--- config.mk ---
export PLATFORM = sky130hd
export DESIGN_NAME = hazard_ctl
export DESIGN_NICKNAME = d
export VERILOG_FILES = /design/src/rtl/hazard_ctl.sv
export SDC_FILE = /design/constraint.sdc
export NUM_CORES = 1
export LEC_CHECK = 0
export BUFFER_PORTS_ARGS = -buffer_cell sky130_fd_sc_hd__buf_2
export CAP_MARGIN = 40
export CORE_AREA = 5 5 42 44
export DETAILED_ROUTE_END_ITERATION = 6
export DIE_AREA = 0 0 47 49
export PLACE_DENSITY_LB_ADDON = 0.25
export SLEW_MARGIN = 5
export SYNTH_ARGS = -nofsm -noshare
export SYNTH_HDL_FRONTEND = slang
export SYNTH_SLANG_ARGS = --single-unit
export TNS_END_PERCENT = 5
--- constraint.sdc ---
create_clock -name vclk -period 2.26
set_input_delay 0 -clock vclk [all_inputs]
set_output_delay 0 -clock vclk [all_outputs]
set_load 0.03 [all_outputs]
--- src/rtl/hazard_ctl.sv ---
module hazard_ctl #(
  parameter int RW = 5
) (
  input  logic [RW-1:0] dec_src_a,
  input  logic [RW-1:0] dec_src_b,
  input  logic [RW-1:0] mem_dst,
  input  logic          mem_wr,
  input  logic          mem_is_load,
  input  logic [RW-1:0] wb_dst,
  input  logic          wb_wr,
  input  logic          redirect,
  input  logic          dflt_en,
  input  logic          dflt_clr,
  output logic [1:0]    sel_a,
  output logic [1:0]    sel_b,
  output logic          pc_en,
  output logic          fd_en,
  output logic          de_en,
  output logic          fd_clr,
  output logic          de_clr,
  output logic          em_clr
);
  localparam logic [1:0] SEL_RF  = 2'd0;
  localparam logic [1:0] SEL_WB  = 2'd1;
  localparam logic [1:0] SEL_MEM = 2'd2;

  logic mem_live, wb_live;
  logic a_mem, b_mem, a_wb, b_wb;
  logic load_use, freeze;

  assign mem_live = mem_wr && (mem_dst != '0);
  assign wb_live  = wb_wr  && (wb_dst  != '0);

  assign a_mem = mem_live && (dec_src_a == mem_dst);
  assign b_mem = mem_live && (dec_src_b == mem_dst);
  assign a_wb  = wb_live  && (dec_src_a == wb_dst);
  assign b_wb  = wb_live  && (dec_src_b == wb_dst);

  assign sel_a = a_mem ? SEL_MEM : (a_wb ? SEL_WB : SEL_RF);
  assign sel_b = b_mem ? SEL_MEM : (b_wb ? SEL_WB : SEL_RF);

  assign load_use = mem_is_load && (a_mem || b_mem);
  assign freeze   = load_use && !redirect;

  assign pc_en  = freeze ? 1'b0 : dflt_en;
  assign fd_en  = !freeze;
  assign de_en  = !freeze;
  assign em_clr = freeze ? 1'b1 : dflt_clr;

  assign fd_clr = redirect ? 1'b1 : dflt_clr;
  assign de_clr = redirect ? 1'b1 : dflt_clr;
endmodule

---- Word level (Yosys, flattened, before mapping) ----
Index checks and enable logic that the tools add are counted.
word-level totals
  flip-flop bits (word level) ............. 0
  output and inout bits ................... 10
  word-level logic and storage cells ...... 24
cells by class
  equal/unequal tests ..................... 4
  multiplexer cells ....................... 7
  reductions and logical operators ........ 13
operators by type and width
  operator             count
  equality test 5 bit  4
  nonzero test 5 bit   2
  logical AND 1 bit    8
  two-way mux 1 bit    5
  two-way mux 2 bit    2
  zero test 1 bit      2
  logical OR 1 bit     1

---- Longest topological paths before layout ----
  word-level depth ........................ 7
  mapped depth ............................ 6

---- Least setup slack after synthesis ----
OpenSTA, ideal clock, no wires.
  path type ............................... in2out
  start ................................... in mem_dst[1]
  end ..................................... out sel_a[0]
  arrival ................................. 1.441 ns
  required time ........................... 2.260 ns
  slack ................................... 0.819 ns
  stages on the path ...................... 4
  buffers on the path ..................... 0
  cells stage by stage .................... or4_4 o21ai_4 nor2_2 nor4_2
on the way
  cells in the longest elaborated chain, start to end .. 4
  elaborated cells between the ends (all ways) .. 5
  classes of those cells .................. eq/ne: 1; mux: 1; reduce/logical: 3
ends and longest elaborated chain
  element                RTL line  source
  start, declared        6         input logic [RW-1:0] mem_dst,
  nonzero test 5 bit     31        assign mem_live = mem_wr && (mem_dst != '0);
  logical AND 1 bit      31
  logical AND 1 bit (*)  34        assign a_mem = mem_live && (dec_src_a == mem_dst);
  named net a_mem        28        logic a_mem, b_mem, a_wb, b_wb;
  two-way mux 2 bit (*)  39        assign sel_a = a_mem ? SEL_MEM : (a_wb ? SEL_WB : SEL_RF);
  end, declared          14        output logic [1:0] sel_a,
The timed path passes the listed nets; every way through them passes the cells marked *.

---- Worst setup path after layout ----
  start ................................... in mem_dst[1]
  end ..................................... out sel_a[0]
on the way
  cells in the longest elaborated chain, start to end .. 4
  elaborated cells between the ends (all ways) .. 5
  classes of those cells .................. eq/ne: 1; mux: 1; reduce/logical: 3
ends and longest elaborated chain
  element                RTL line
  nonzero test 5 bit     31
  logical AND 1 bit      31
  logical AND 1 bit (*)  34
  two-way mux 2 bit (*)  39
Mark *: on every way between the ends. The rest lies on a longest branch, timed or not.

==> results.md <==
* PortBufs at 36
* Worst slack, placed at around 0.83 ns
* DR vias/cell at about 4.4
* Post-DP HPWL at 1000 um
* Multi-input gate area at ~330 um^2
* Hold Fails Final Rpt at 0
* Share of cells above drive strength 1 at 59.21%
* Layout clock buffer count at 0
* CP Depth at 6
* Tmin final at 1.413 ns
* Mapped Nets at 70
* Wire per inst at ~11 um
* Post-synthesis xor/xnor area fraction at between 40 and 50%
* Crit-path max cell delay at between 0.5 and 0.6 ns
* Top delay family on crit path: simple AND/OR/NAND/NOR gates
* Fillers at 164
* Fin Setup TNS at 0 ns
* Hold_buf cts at 0
* Detailed Routing Iterations Pass 1 at 2
* Final Cycle Share at 62.50%
* Final WL at 998 um
* Via count at 403
* Status: finished clean
* Die area at 2303 um^2
* Critical-path top delay cell: or4_4
* Final worst setup slack at 0.8475 ns
* Max frequency at approximately 710 MHz
* Initial antenna violation count at 0
* CP max FO at 3
* Pwr Density at 176.6 nW/um^2
* Post-CTS Setup Bufs at 0
* Avg Inst Size Synth at 8.275 um^2
* Most used cell, CP: buf_2
* Mapped Area at 364.1 um^2
* Maxcap violations at 0
* GPL Wtd Cong at 0.7203
* CP endpoint kind: primary output
* WS Path Type: in2out
* CP Launch Type: input port
* Seq. cell area at 0 um^2
* Synth Area in Simple Gates at 31.62%
* Worst EP required at 2.26 ns
* Slew @ Worst Pin at 0.3620 ns
* Multiplexer area fraction after synthesis at 0%
* Hold Path Class: in2out
* Initial core utilization at about 26%
* Setup violations, final at 0
* Mapped Cells at 44
* CP Cell Sequence: buf_2 -> or4_4 -> o21ai_4 -> nor2_2 -> nor4_2 -> buf_2
* Die Y at 49 um
* Crit path buffers/inverters at 2
* Arrival time worst endpoint at 1.41 ns
* Adder-Cell Fraction of Synth Area at 0%
* Slew margin rel. at 75.82%
* Synth cell types at 17
* Die width at 47 um
* Row cnt at 14
* Seq/Total Area, Yosys at 0%
* Nets at 104
* Grt ovf at 0
* Worst hold path depth at 3
* GRT Util Overall at 8.912%
* Largest net degree at the start of global routing at 4
* Yosys warns at 0
* DRC at 0
* FF+latch count at 0
* Leakage at 0.0002532 uW
* RSZ-0062 raised after global routing: false
* Complex-gate fraction of the synthesized area at 9.966%
* Main combinational cell family by area after synthesis: XOR/XNOR gates
* Final Slew Violations at 0
* Worst ir drop on vdd at 0.06370 mV
* # resized after CTS at 0
* Ant diodes at 0
* Total chip power at 94.35 uW
* IO Pins at 36
* Vias in the first global route at ~420
* Core Footprint at 1401 um^2
* Antenna Nets Post-Route at 0
* First-pass GRT wire length at 1662 um
* Initial drt markers at 6
* Layout area overhead at 46.74%
-- placed cells by master (no fill, tap or decap) --
cell type,Yosys,final
nor4_2,2,2
nor2_2,2,2
nor3_1,1,1
or4_4,1,1
xnor2_1,4,4
nor2b_1,1,1
xor2_1,16,16
a2111oi_2,1,1
o21ai_4,1,1
inv_1,2,2
nand3_1,2,2
or4_1,3,3
buf_2,0,36
or2_2,1,1
nor3_2,1,1
or2_1,1,1
o21ai_1,1,1
-- per-stage QoR --
step | hold slack (ns) | area [um^2] | std cells | utilization, %
after floorplan | 0.1841 | 364.1 | 44 | -
after global placement | 0.3451 | 534.3 | 92 | 38.13
after detailed placement | 0.3468 | 534.3 | 92 | 38.13
after CTS | 0.3472 | 534.3 | 92 | 38.13
after global routing | 0.3729 | 534.3 | 92 | 38.13
final | 0.3432 | 534.3 | 92 | 38.13
-- layer usage --
layer	vias up	global-route usage, %	share of wire [%]
met3	0	0.7380	9.2
met2	18	15.84	49
li1	213	-	-
met5	-	0	0
met4	0	0	0
met1	172	11.96	42
-- power breakdown --
group | leakage [uW] | switching (uW) | total [uW] | internal, uW
clock | 0 | 0 | 0 | 0
sequential | 0 | 0 | 0 | 0
combinational | 0.000253 | 51.2 | 94.4 | 43.1
total | 0.000253 | 51.2 | 94.4 | 43.1
-- cell type report --
type	instances	share of cell area (%)
multi-input combinational	38	61.12
timing repair buffer	36	33.72
inverter	2	1.405
tap	16	3.747
-- logic make-up after synthesis --
logic type / after synthesis
AOI/OAI and AO/OA: 3
xor gates and xnor gates: 20
buffers and inverters: 6
and+or+nand+nor: 15
-- synthesized netlist by cell type, drive strengths merged --
master	number	area [um^2]
xor2	16	140.1
buf	4	30.03
or4	4	33.78
xnor2	4	35.03
inv	2	7.510
nand3	2	10.01
nor2	2	12.51
nor3	2	15.01
nor4	2	25.02
o21ai	2	21.27
or2	2	12.52
a2111oi	1	15.01
nor2b	1	6.260
-- final timing paths --
kind        to        from
max   sel_a[0]  mem_dst[1]
min     em_clr    dflt_clr
-- worst min-delay path: stages --
cell	delay (ns)
buf_2	0.08
or2_1	0.08
buf_2	0.18
No activity file was read; power rests on OpenSTA's default activity.
